<file path="src/rtl/mei_pkg.sv">
package mei_pkg;

  typedef enum logic [1:0] {
    LN_INV = 2'd0,
    LN_EXC = 2'd1,
    LN_MOD = 2'd2
  } line_st_e;

  typedef enum logic [2:0] {
    LOP_LOAD  = 3'd0,
    LOP_STORE = 3'd1,
    LOP_FLUSH = 3'd2,
    LOP_CLEAN = 3'd3,
    LOP_ZERO  = 3'd4
  } lop_e;

  typedef enum logic [2:0] {
    SNP_READ  = 3'd0,
    SNP_WRITE = 3'd1,
    SNP_CIRD  = 3'd2,
    SNP_KILL  = 3'd3,
    SNP_OTHER = 3'd4
  } snp_e;

  typedef enum logic [2:0] {
    BOP_NONE  = 3'd0,
    BOP_RWITM = 3'd1,
    BOP_PUSH  = 3'd2,
    BOP_WKILL = 3'd3,
    BOP_KILL  = 3'd4
  } bop_e;

  typedef struct packed {
    bop_e     op;
    line_st_e nxt;
    logic     wr;
  } verdict_t;

  // Local event: eff is the line state as seen by this address (invalid on a miss).
  function automatic verdict_t local_verdict(line_st_e eff, logic hit, lop_e op);
    verdict_t v;
    v.op  = BOP_NONE;
    v.nxt = eff;
    v.wr  = hit;
    case (op)
      LOP_LOAD: begin
        v.wr = 1'b1;
        if (eff == LN_INV) begin v.op = BOP_RWITM; v.nxt = LN_EXC; end
      end
      LOP_STORE: begin
        v.wr  = 1'b1;
        v.nxt = LN_MOD;
        if (eff == LN_INV) v.op = BOP_RWITM;
      end
      LOP_FLUSH: begin
        v.nxt = LN_INV;
        if (eff == LN_MOD) v.op = BOP_WKILL;
      end
      LOP_CLEAN: begin
        if (eff == LN_MOD) begin v.op = BOP_PUSH; v.nxt = LN_EXC; end
      end
      LOP_ZERO: begin
        v.wr  = 1'b1;
        v.nxt = LN_MOD;
        v.op  = (eff == LN_INV) ? BOP_WKILL : BOP_KILL;
      end
      default: v.wr = 1'b0;
    endcase
    return v;
  endfunction

  // Snooped event: only a hit on a valid line can change anything.
  function automatic verdict_t snoop_verdict(line_st_e eff, logic hit, snp_e kind);
    verdict_t v;
    v.op  = BOP_NONE;
    v.nxt = eff;
    v.wr  = hit && (kind != SNP_OTHER);
    case (kind)
      SNP_READ, SNP_WRITE: begin
        v.nxt = LN_INV;
        if (hit && eff == LN_MOD) v.op = BOP_PUSH;
      end
      SNP_CIRD: begin
        if (hit && eff == LN_MOD) begin v.op = BOP_PUSH; v.nxt = LN_EXC; end
      end
      SNP_KILL: v.nxt = LN_INV;
      default: v.wr = 1'b0;
    endcase
    return v;
  endfunction

  function automatic logic allocates(lop_e op);
    return (op == LOP_LOAD) || (op == LOP_STORE) || (op == LOP_ZERO);
  endfunction

endpackage

</file>
<file path="src/rtl/mei_state_table.sv">
module mei_state_table
  import mei_pkg::*;
#(
  parameter int LINES = 32,
  parameter int TAG_W = 22,
  localparam int IDX_W = $clog2(LINES)
) (
  input  logic             clk,
  input  logic             rst_n,
  input  logic             we,
  input  logic [IDX_W-1:0] wr_idx,
  input  logic [TAG_W-1:0] wr_tag,
  input  line_st_e         wr_st,
  input  logic [IDX_W-1:0] a_idx,
  output logic [TAG_W-1:0] a_tag,
  output line_st_e         a_st,
  input  logic [IDX_W-1:0] b_idx,
  output logic [TAG_W-1:0] b_tag,
  output line_st_e         b_st
);

  logic [TAG_W-1:0] tag_q [LINES];
  line_st_e         st_q  [LINES];

  for (genvar g = 0; g < LINES; g++) begin : g_line
    always_ff @(posedge clk) begin
      if (!rst_n) begin
        tag_q[g] <= '0;
        st_q[g]  <= LN_INV;
      end else if (we && wr_idx == IDX_W'(g)) begin
        tag_q[g] <= wr_tag;
        st_q[g]  <= wr_st;
      end
    end
  end

  assign a_tag = tag_q[a_idx];
  assign a_st  = st_q[a_idx];
  assign b_tag = tag_q[b_idx];
  assign b_st  = st_q[b_idx];

endmodule

</file>
<file path="src/rtl/mei_line_ctrl.sv">
module mei_line_ctrl
  import mei_pkg::*;
#(
  parameter int ADDR_W     = 32,
  parameter int LINES      = 32,
  parameter int LINE_BYTES = 32,
  localparam int IDX_W = $clog2(LINES),
  localparam int OFF_W = $clog2(LINE_BYTES),
  localparam int TAG_W = ADDR_W - IDX_W - OFF_W
) (
  input  logic              clk,
  input  logic              rst_n,
  input  logic              lcl_valid,
  input  logic [2:0]        lcl_op,
  input  logic [ADDR_W-1:0] lcl_addr,
  output logic              lcl_done,
  input  logic              snp_valid,
  input  logic [2:0]        snp_kind,
  input  logic [ADDR_W-1:0] snp_addr,
  output logic              snp_ready,
  output logic              bus_req,
  output logic [2:0]        bus_kind,
  output logic [ADDR_W-1:0] bus_addr,
  input  logic              bus_ack,
  output logic              upd_valid,
  output logic [IDX_W-1:0]  upd_index,
  output logic [TAG_W-1:0]  upd_tag,
  output logic [1:0]        upd_state
);

  typedef enum logic {CT_IDLE, CT_BUS} ctl_e;

  // Address split
  logic [IDX_W-1:0] l_idx, s_idx;
  logic [TAG_W-1:0] l_tag, s_tag;
  logic             unused_offsets;
  assign l_idx = lcl_addr[OFF_W +: IDX_W];
  assign l_tag = lcl_addr[ADDR_W-1 -: TAG_W];
  assign s_idx = snp_addr[OFF_W +: IDX_W];
  assign s_tag = snp_addr[ADDR_W-1 -: TAG_W];
  assign unused_offsets = ^{lcl_addr[OFF_W-1:0], snp_addr[OFF_W-1:0]};

  // Table
  logic             tbl_we;
  logic [IDX_W-1:0] tbl_idx;
  logic [TAG_W-1:0] tbl_tag;
  line_st_e         tbl_st;
  logic [TAG_W-1:0] l_line_tag, s_line_tag;
  line_st_e         l_line_st, s_line_st;

  mei_state_table #(.LINES(LINES), .TAG_W(TAG_W)) i_table (
    .clk(clk), .rst_n(rst_n),
    .we(tbl_we), .wr_idx(tbl_idx), .wr_tag(tbl_tag), .wr_st(tbl_st),
    .a_idx(l_idx), .a_tag(l_line_tag), .a_st(l_line_st),
    .b_idx(s_idx), .b_tag(s_line_tag), .b_st(s_line_st)
  );

  // Decisions
  logic     l_hit, s_hit, victim;
  lop_e     lop;
  snp_e     skind;
  verdict_t lv, sv;

  assign lop    = lop_e'(lcl_op);
  assign skind  = snp_e'(snp_kind);
  assign l_hit  = (l_line_st != LN_INV) && (l_line_tag == l_tag);
  assign s_hit  = (s_line_st != LN_INV) && (s_line_tag == s_tag);
  assign lv     = local_verdict(l_hit ? l_line_st : LN_INV, l_hit, lop);
  assign sv     = snoop_verdict(s_hit ? s_line_st : LN_INV, s_hit, skind);
  assign victim = !l_hit && (l_line_st == LN_MOD) && allocates(lop);

  // Control state
  ctl_e             ctl_q;
  logic [IDX_W-1:0] pend_idx;
  logic [TAG_W-1:0] pend_tag;
  line_st_e         pend_st;
  logic             pend_snoop, pend_final;
  bop_e             bop_q;
  logic [ADDR_W-1:0] baddr_q;

  // Named internal events
  logic ev_snoop_take, ev_local_take, ev_ack, ev_abort;
  assign ev_snoop_take = (ctl_q == CT_IDLE) && snp_valid;
  assign ev_local_take = (ctl_q == CT_IDLE) && !snp_valid && lcl_valid;
  assign ev_ack        = (ctl_q == CT_BUS) && bus_ack;
  assign ev_abort      = (ctl_q == CT_BUS) && !bus_ack && snp_valid && !pend_snoop;

  logic local_quick;
  assign local_quick = ev_local_take && !victim && (lv.op == BOP_NONE);

  always_comb begin
    tbl_we  = 1'b0;
    tbl_idx = pend_idx;
    tbl_tag = pend_tag;
    tbl_st  = pend_st;
    if (ev_ack) begin
      tbl_we = 1'b1;
    end else if (ev_snoop_take && sv.wr && sv.op == BOP_NONE) begin
      tbl_we = 1'b1; tbl_idx = s_idx; tbl_tag = s_tag; tbl_st = sv.nxt;
    end else if (local_quick && lv.wr) begin
      tbl_we = 1'b1; tbl_idx = l_idx; tbl_tag = l_tag; tbl_st = lv.nxt;
    end
  end

  always_ff @(posedge clk) begin
    if (!rst_n) begin
      ctl_q      <= CT_IDLE;
      pend_idx   <= '0;
      pend_tag   <= '0;
      pend_st    <= LN_INV;
      pend_snoop <= 1'b0;
      pend_final <= 1'b0;
      bop_q      <= BOP_NONE;
      baddr_q    <= '0;
      lcl_done   <= 1'b0;
      upd_valid  <= 1'b0;
      upd_index  <= '0;
      upd_tag    <= '0;
      upd_state  <= 2'd0;
    end else begin
      lcl_done  <= local_quick || (ev_ack && pend_final);
      upd_valid <= tbl_we;
      if (tbl_we) begin
        upd_index <= tbl_idx;
        upd_tag   <= tbl_tag;
        upd_state <= tbl_st;
      end
      if (ev_ack || ev_abort) begin
        ctl_q <= CT_IDLE;
        bop_q <= BOP_NONE;
      end else if (ev_snoop_take && sv.op != BOP_NONE) begin
        ctl_q      <= CT_BUS;
        bop_q      <= sv.op;
        baddr_q    <= {s_tag, s_idx, {OFF_W{1'b0}}};
        pend_idx   <= s_idx;
        pend_tag   <= s_tag;
        pend_st    <= sv.nxt;
        pend_snoop <= 1'b1;
        pend_final <= 1'b0;
      end else if (ev_local_take && victim) begin
        ctl_q      <= CT_BUS;
        bop_q      <= BOP_PUSH;
        baddr_q    <= {l_line_tag, l_idx, {OFF_W{1'b0}}};
        pend_idx   <= l_idx;
        pend_tag   <= l_line_tag;
        pend_st    <= LN_INV;
        pend_snoop <= 1'b0;
        pend_final <= 1'b0;
      end else if (ev_local_take && lv.op != BOP_NONE) begin
        ctl_q      <= CT_BUS;
        bop_q      <= lv.op;
        baddr_q    <= {l_tag, l_idx, {OFF_W{1'b0}}};
        pend_idx   <= l_idx;
        pend_tag   <= l_tag;
        pend_st    <= lv.nxt;
        pend_snoop <= 1'b0;
        pend_final <= 1'b1;
      end
    end
  end

  assign bus_req   = (ctl_q == CT_BUS);
  assign bus_kind  = bop_q;
  assign bus_addr  = baddr_q;
  assign snp_ready = (ctl_q == CT_IDLE);

  // Assertions
  assert_real_op_R1: assert property (@(posedge clk) disable iff (!rst_n)
    bus_req |-> (bus_kind != BOP_NONE));

  assert_req_held_R2: assert property (@(posedge clk) disable iff (!rst_n)
    (bus_req && !bus_ack && !snp_valid) |=> (bus_req && $stable(bus_addr) && $stable(bus_kind)));

  assert_done_follows_req_R2: assert property (@(posedge clk) disable iff (!rst_n)
    lcl_done |-> $past(lcl_valid));

  assert_silent_upgrade_R3: assert property (@(posedge clk) disable iff (!rst_n)
    (ev_local_take && lop == LOP_STORE && l_hit && l_line_st == LN_EXC)
      |=> (!bus_req && lcl_done && upd_valid && upd_state == LN_MOD));

  assert_ci_keeps_excl_R5: assert property (@(posedge clk) disable iff (!rst_n)
    (ev_snoop_take && skind == SNP_CIRD && s_hit && s_line_st == LN_EXC)
      |=> (!bus_req && upd_valid && upd_state == LN_EXC));

  assert_withdraw_R10: assert property (@(posedge clk) disable iff (!rst_n)
    ev_abort |=> (!bus_req && !lcl_done && !upd_valid));

endmodule

</file>
<file path="config.mk">
export PLATFORM = sky130hd
export DESIGN_NAME = mei_line_ctrl
export DESIGN_NICKNAME = d
export VERILOG_FILES = /design/src/rtl/mei_pkg.sv /design/src/rtl/mei_state_table.sv /design/src/rtl/mei_line_ctrl.sv
export SDC_FILE = /design/constraint.sdc
export NUM_CORES = 2
export LEC_CHECK = 0
export ABC_AREA = 1
export BUFFER_PORTS_ARGS = -buffer_cell sky130_fd_sc_hd__buf_4
export CAP_MARGIN = 5
export CORE_ASPECT_RATIO = 1.4
export CORE_MARGIN = 10
export CORE_UTILIZATION = 40
export DETAILED_ROUTE_END_ITERATION = 8
export PLACE_DENSITY = 0.6
export SYNTH_ARGS = -nofsm -noshare
export SYNTH_HDL_FRONTEND = slang
export SYNTH_HIERARCHICAL = 1
export SYNTH_SLANG_ARGS = --single-unit
</file>
<file path="constraint.sdc">
create_clock -name clk -period 5.55 [get_ports clk]
set_input_delay 0.2775 -clock clk [delete_from_list [all_inputs] [get_ports clk]]
set_output_delay 0.2775 -clock clk [all_outputs]
set_load 0.05 [all_outputs]
</file>
**Word level (Yosys, flattened, before mapping)**

Memory sizes are Yosys's and may differ from the RTL's.
Index checks and enable logic that the tools add are counted.

- Input bits: 75
- Flip-flop bits (word level): 98
- Bits in latches: 0
- Memories kept: 2
- Output and inout port bits: 68
- Bits in read-only memories: 0
- Memory bits (writable): 768

Memory list:

| name | depth | bits a word | read ports | clocked after Yosys merged registers in | write ports | line | source |
|---|---|---|---|---|---|---|---|
| i_table.tag_q | 32 | 22 | 2 | 0 | 32 | mei_state_table.sv:22 | `logic [TAG_W-1:0] tag_q [LINES];` |
| i_table.st_q | 32 | 2 | 2 | 0 | 32 | mei_state_table.sv:23 | `line_st_e st_q [LINES];` |

- Multipliers: 0
- Reduce and logical (&&, ||, !) cells: 81
- Multiplexer cells: 210
- Magnitude comparators: 0
- Shifts and indexed selects: 0
- Equality and inequality tests: 44
- Divide/modulo/power cells: 0
- Bitwise logic cells: 67
- Add/subtract/negate cells: 0

Operators with widths:

| operator | count |
|---|---|
| $mux 22 | 38 |
| $mux 1 | 110 |
| $mux 32 | 3 |
| $mux 2 | 42 |
| $eq 5x5->1 const B | 16 |
| $or 1x1->1 | 64 |
| $logic_and 1x1->1 | 54 |
| $eq 22x22->1 | 2 |
| $eq 5x4->1 const B | 8 |
| $mux 5 | 6 |
| $pmux 5 s5 | 1 |
| $eq 5x3->1 const B | 4 |
| $mux 3 | 5 |
| $eq 3x2->1 const B | 4 |
| $logic_not 3->1 | 4 |
| $eq 5x2->1 const B | 2 |
| $reduce_bool 3->1 | 3 |
| $mux 4 | 2 |
| $eq 2x2->1 const B | 3 |
| $eq 3x1->1 const B | 2 |
| $pmux 3 s2 | 1 |
| $reduce_or 2->1 | 3 |
| $reduce_or 3->1 | 2 |
| $eq 5x1->1 const B | 1 |
| other kinds (12) | 22 |

**Depth between registers and ports, before layout**

An unclocked memory read counts as a cell.

- Depth in word-level cells: 19
- Depth in mapped cells: 38

**Hierarchy**

The synthesis kept the hierarchy.

By module, submodules not included:

| module | area each (µm²) | sequential area each (µm²) | instances | cells each |
|---|---|---|---|---|
| mei_state_table | 43435.4 | 23062.1 | 1 | 5477 |
| mei_line_ctrl | 5444.0 | 1321.3 | 1 | 961 |

**Worst setup path before layout**

No wires, ideal clock.

- Kind: input port to flip-flop
- Start point: input lcl_addr[5]
- End point: memory i_table/st_q[1][0] (netlist name) (enable)
- Setup time: 0.438 ns
- Setup slack: 0.142 ns
- Arrival time: 4.970 ns
- Buffers on the path: 5
- Required time: 5.112 ns
- Stages: 32
- Path through: buf_6 -> inv_6 -> buf_6 -> buf_6 -> nand2_1 -> nand3_1 -> nand3_1 -> nand2_1 -> nand2_1 -> nand2_1 -> nand2_1 -> nand2_1 -> nor2_1 -> nor2_1 -> nand2_1 -> nor2_1 -> nand2_1 -> nor2_2 -> nand4_1 -> nand2_1 -> nand2_1 -> nand2_1 -> nor2_4 -> nand3_2 -> clkbuf_1 -> nand2_1 -> nand3_1 -> nand2_1 -> nor2_4 -> buf_2 -> inv_1 -> o21ai_0

RTL lines:

| element | line | source |
|---|---|---|
| start, declared | mei_line_ctrl.sv:15 | `input logic [ADDR_W-1:0] lcl_addr,` |
| end, declared | mei_state_table.sv:23 |  |

==> results by group <==
Worst setup path
  – Critical Path End Type: register
  – WS Path Type: register to register
  – Worst path buffer plus inverter count: 4
  – WP data required: 5.93 ns
  – Slowest stage cell, crit path: nor3_1
  – Top delay family on crit path: simple AND/OR/NAND/NOR gates
  – Crit-path max cell delay: 0.62 ns
  – Crit path launch type: register
  – CP Cell Sequence: nand2_1 > nand3_1 > nand3_1 > nand2_1 > nand2_1 > nand2_1 > nand2_1 > nand2_1 > inv_1 > nand2_1 > nand3_1 > nor3_1 > and2_1 > nand4_1 > buf_4 > o22ai_1 > inv_1 > nand2_1 > nand2_1 > nor2_2 > nand2_1 > nand2_1 > buf_12
  – Worst EP arrival: 5.64 ns
  – Crit path max fanout: 22
  – Critical Path Most Common Cell: nand2_1

Layout
  – Multi-input gate area: 0.0206 sq mm
  – Final cell count without fillers: 8096
  – Fill cells: 11900
  – NumNets Final: 6493
  – Layout area overhead: 13.4%
  – Reg area: 0.0244 sq mm
  – Final core occ: 45.7%
  – Share of cells above drive strength 1: 9.40%

Detailed routing
  – Router iterations before antenna repair: 8
  – DRT iter0 DRCs: 6334
  – Final ANT Viol Nets: 0
  – Vias after detailed routing: 46900
  – DRC viols: 0
  – Vias per cell: 5.79
  – Detail-routed net length per standard cell: 25.0 microns
  – Final wirelength: 202000 microns

Clocking
  – CTS tree: yes
  – Clock sink count: 834
  – Worst skew pair latency: 0.72 ns
  – Post_cts resized: 0
  – TritonCTS buffer count: 85
  – Htree depth: 3
  – Setup repair bufs after CTS: 0
  – Clock transition at path regs: 0.07 ns
  – Max clock buf depth: 3
  – Hold_buf cts: 28
  – Root Driver: clkbuf_16

Power
  – Internal power: 11.2 mW
  – Sw Ratio: 30.6%
  – Clock power frac: 36.9%
  – Max VDD drop: 218 uV
  – Flop pwr share: 44.8%
  – Power, Total: 16.1 mW
  – Psw: 4.94 mW
  – Static Leak: 22.7 nW
  – Combinational share of power: 18.3%
  – PD cells: 291 mW/mm^2

GRT
  – GRT Total Usage: 28.7%
  – Initial antenna violation count: 4
  – First-pass GRT wire length: 292000 microns
  – Pin count of the biggest net entering global routing: 80
  – GRT overflow: 0
  – Vias in the first global route: 44300

Synthesis
  – Synth Register Bits: 834
  – Most used DFF post-synth: edfxtp_1
  – Netlist cell types: 40
  – Seq/Total Area, Yosys: 49.9%
  – Cell Area, Synth: 0.0489 sq mm
  – Asr flop ratio synth: 0%
  – Post-Syn Area per Cell: 7.59 sq um
  – Post-synth EDFFs: 768
  – Yosys warnings: 6
  – Synth Instances: 6438

Placement
  – Placed insts: 7909
  – HPWL Detailed: 126000 microns
  – GP Congestion: 1.04
  – # port buffers: 127
  – Pre-CTS setup slack: 0.175 ns

Timing
  – Slew HR: 49.7%
  – Slew Viols, Final: 0
  – Crit share post-route: 94.7%
  – Worst Setup Slack, final: 0.295 ns
  – Tmin final: 5.26 ns
  – Hold Fails Final Rpt: 0
  – Setup-failing EPs final: 0
  – Clock Skew: 0.0320 ns
  – Unrepaired setup endpoints after global routing: no
  – Fin Setup TNS: 0 ns
  – Max Fclk: 190 MHz
  – Worst-margin pin slew: 0.755 ns

Die
  – Die Y: 434 microns
  – DIE WIDTH: 315 microns
  – Core area: 0.121 sq mm
  – Cell row count: 151
  – Starting density of the core: 40.3%
  – # IOs: 143
  – Die area: 0.137 sq mm

Outcome
  – Status: completed

Min path
  – HP Class: input port to register

Flow run
  – Max Cap Violations: 0
registers in the layout, summed over array words and instances, names as in the netlist:
register       cells
upd_index          5
bus_req            1
upd_valid          1
i_table/st_q      64
pend_final         1
i_table/tag_q    704
pend_snoop         1
bus_kind           3
pend_idx           4
pend_st            2
bus_addr           2
upd_state          2
pend_tag          21
lcl_done           1
upd_tag           22
area by class of cell:
class	instances	share of cell area [%]
clock buffer	97	3.96
inverter	260	1.83
clock inverter	58	1.07
tap	1606	3.62
multi-input combinational	4821	37.1
timing repair buffer	416	8.41
sequential	834	44.0
antenna	4	0.0181
metal layers:
metal	up-vias	GRT usage, %	part of all wire, %
met4	6	21.9	8.3
li1	21000	-	-
met1	22100	33.9	35
met5	-	0	0.017
met3	671	6.67	11
met2	3071	45.2	45
cells by family after synthesis:
kind of cell	count (synthesis)	synth area share, %
flops	834	49.9
xor+xnor	25	0.448
other cells	1	0.00767
compound gates	202	2.24
simple gates	4589	39.2
buf+inv	787	8.23
tightest hold or removal path, stage by stage:
cell and delay, ns:
buf_4 0.13, nand2_1 0.06, o211ai_1 0.08, o21ai_0 0.08
a21oi_1 0.06
power groups by stage:
stage	clock network (mW)	registers [mW]	logic [mW]
2_1_floorplan	0	7.45	1.50
3_3_place_gp	0	7.34	2.81
3_5_place_dp	0	7.35	2.83
4_1_cts	6.00	7.21	2.85
5_1_grt	6.22	7.24	3.10
6_report	5.95	7.22	2.96
synthesized netlist by cell type (2+ instances only):
library cell,count,area share (%)
nand4_1,42,0.54
nand2_1,2425,19
nor4_1,2,0.026
xor2_1,5,0.090
nor2_4,6,0.14
buf_8,2,0.061
xnor2_1,20,0.36
buf_2,267,2.7
nor3_1,6,0.061
nand3_2,26,0.53
o21ai_0,109,1.1
buf_4,36,0.55
and2_1,2,0.026
inv_2,23,0.18
buf_1,13,0.10
inv_1,229,1.8
a21oi_1,38,0.39
o22ai_1,11,0.14
o211ai_1,22,0.34
o21ai_1,18,0.18
buf_6,76,1.8
clkinv_1,6,0.046
nor2_1,824,6.3
dfxtp_1,66,2.7
nand3_1,1234,13
edfxtp_1,768,47
nand2_2,3,0.038
clkbuf_1,133,1.0
nor2_2,15,0.19
placed cells by master, fill, tap and decap left out, drive strengths merged:
| master | count |
|---|---|
| a21oi | 38 |
| nand3b | 1 |
| clkinvlp | 3 |
| bufinv | 10 |
| o21a | 1 |
| o21ai | 128 |
| edfxtp | 768 |
| buf | 386 |
| nand2 | 2428 |
| dfxtp | 66 |
| o211ai | 22 |
| o22ai | 11 |
| dlygate4sd3 | 28 |
| xnor2 | 20 |
| and3 | 1 |
| clkinv | 49 |
| nor2 | 845 |
| diode | 4 |
| conb | 5 |
| or2 | 2 |
| nor3 | 6 |
| nand3 | 1260 |
| o311ai | 1 |
| clkbuf | 99 |
| o2111ai | 1 |
| inv | 256 |
| nand4 | 42 |
| nor4 | 2 |
| and2 | 2 |
| xor2 | 5 |
metrics by stage:
stage	instance area [sq um]	hold slack, ns
2_1_floorplan	48900	0.437
3_3_place_gp	52400	0.452
3_5_place_dp	52400	0.457
4_1_cts	55400	0.000494
5_1_grt	55400	0.0447
6_report	55400	0.0243
path summary, 6_finish.rpt:
| check | start | endpoint | slack (ns) | cells past startpoint |
|---|---|---|---|---|
| setup / recovery | i_table/st_q[14][0] | i_table/tag_q[29][0] | 0.29 | 23 |
| hold / removal | lcl_addr[17] | pend_tag[7] | 0.02 | 5 |
| setup reg to reg | i_table/st_q[14][0] | i_table/tag_q[29][0] | 0.29 | 23 |
| hold reg to reg | pend_snoop | pend_snoop | 0.47 | 2 |
Power figures use the tool's default switching activity.
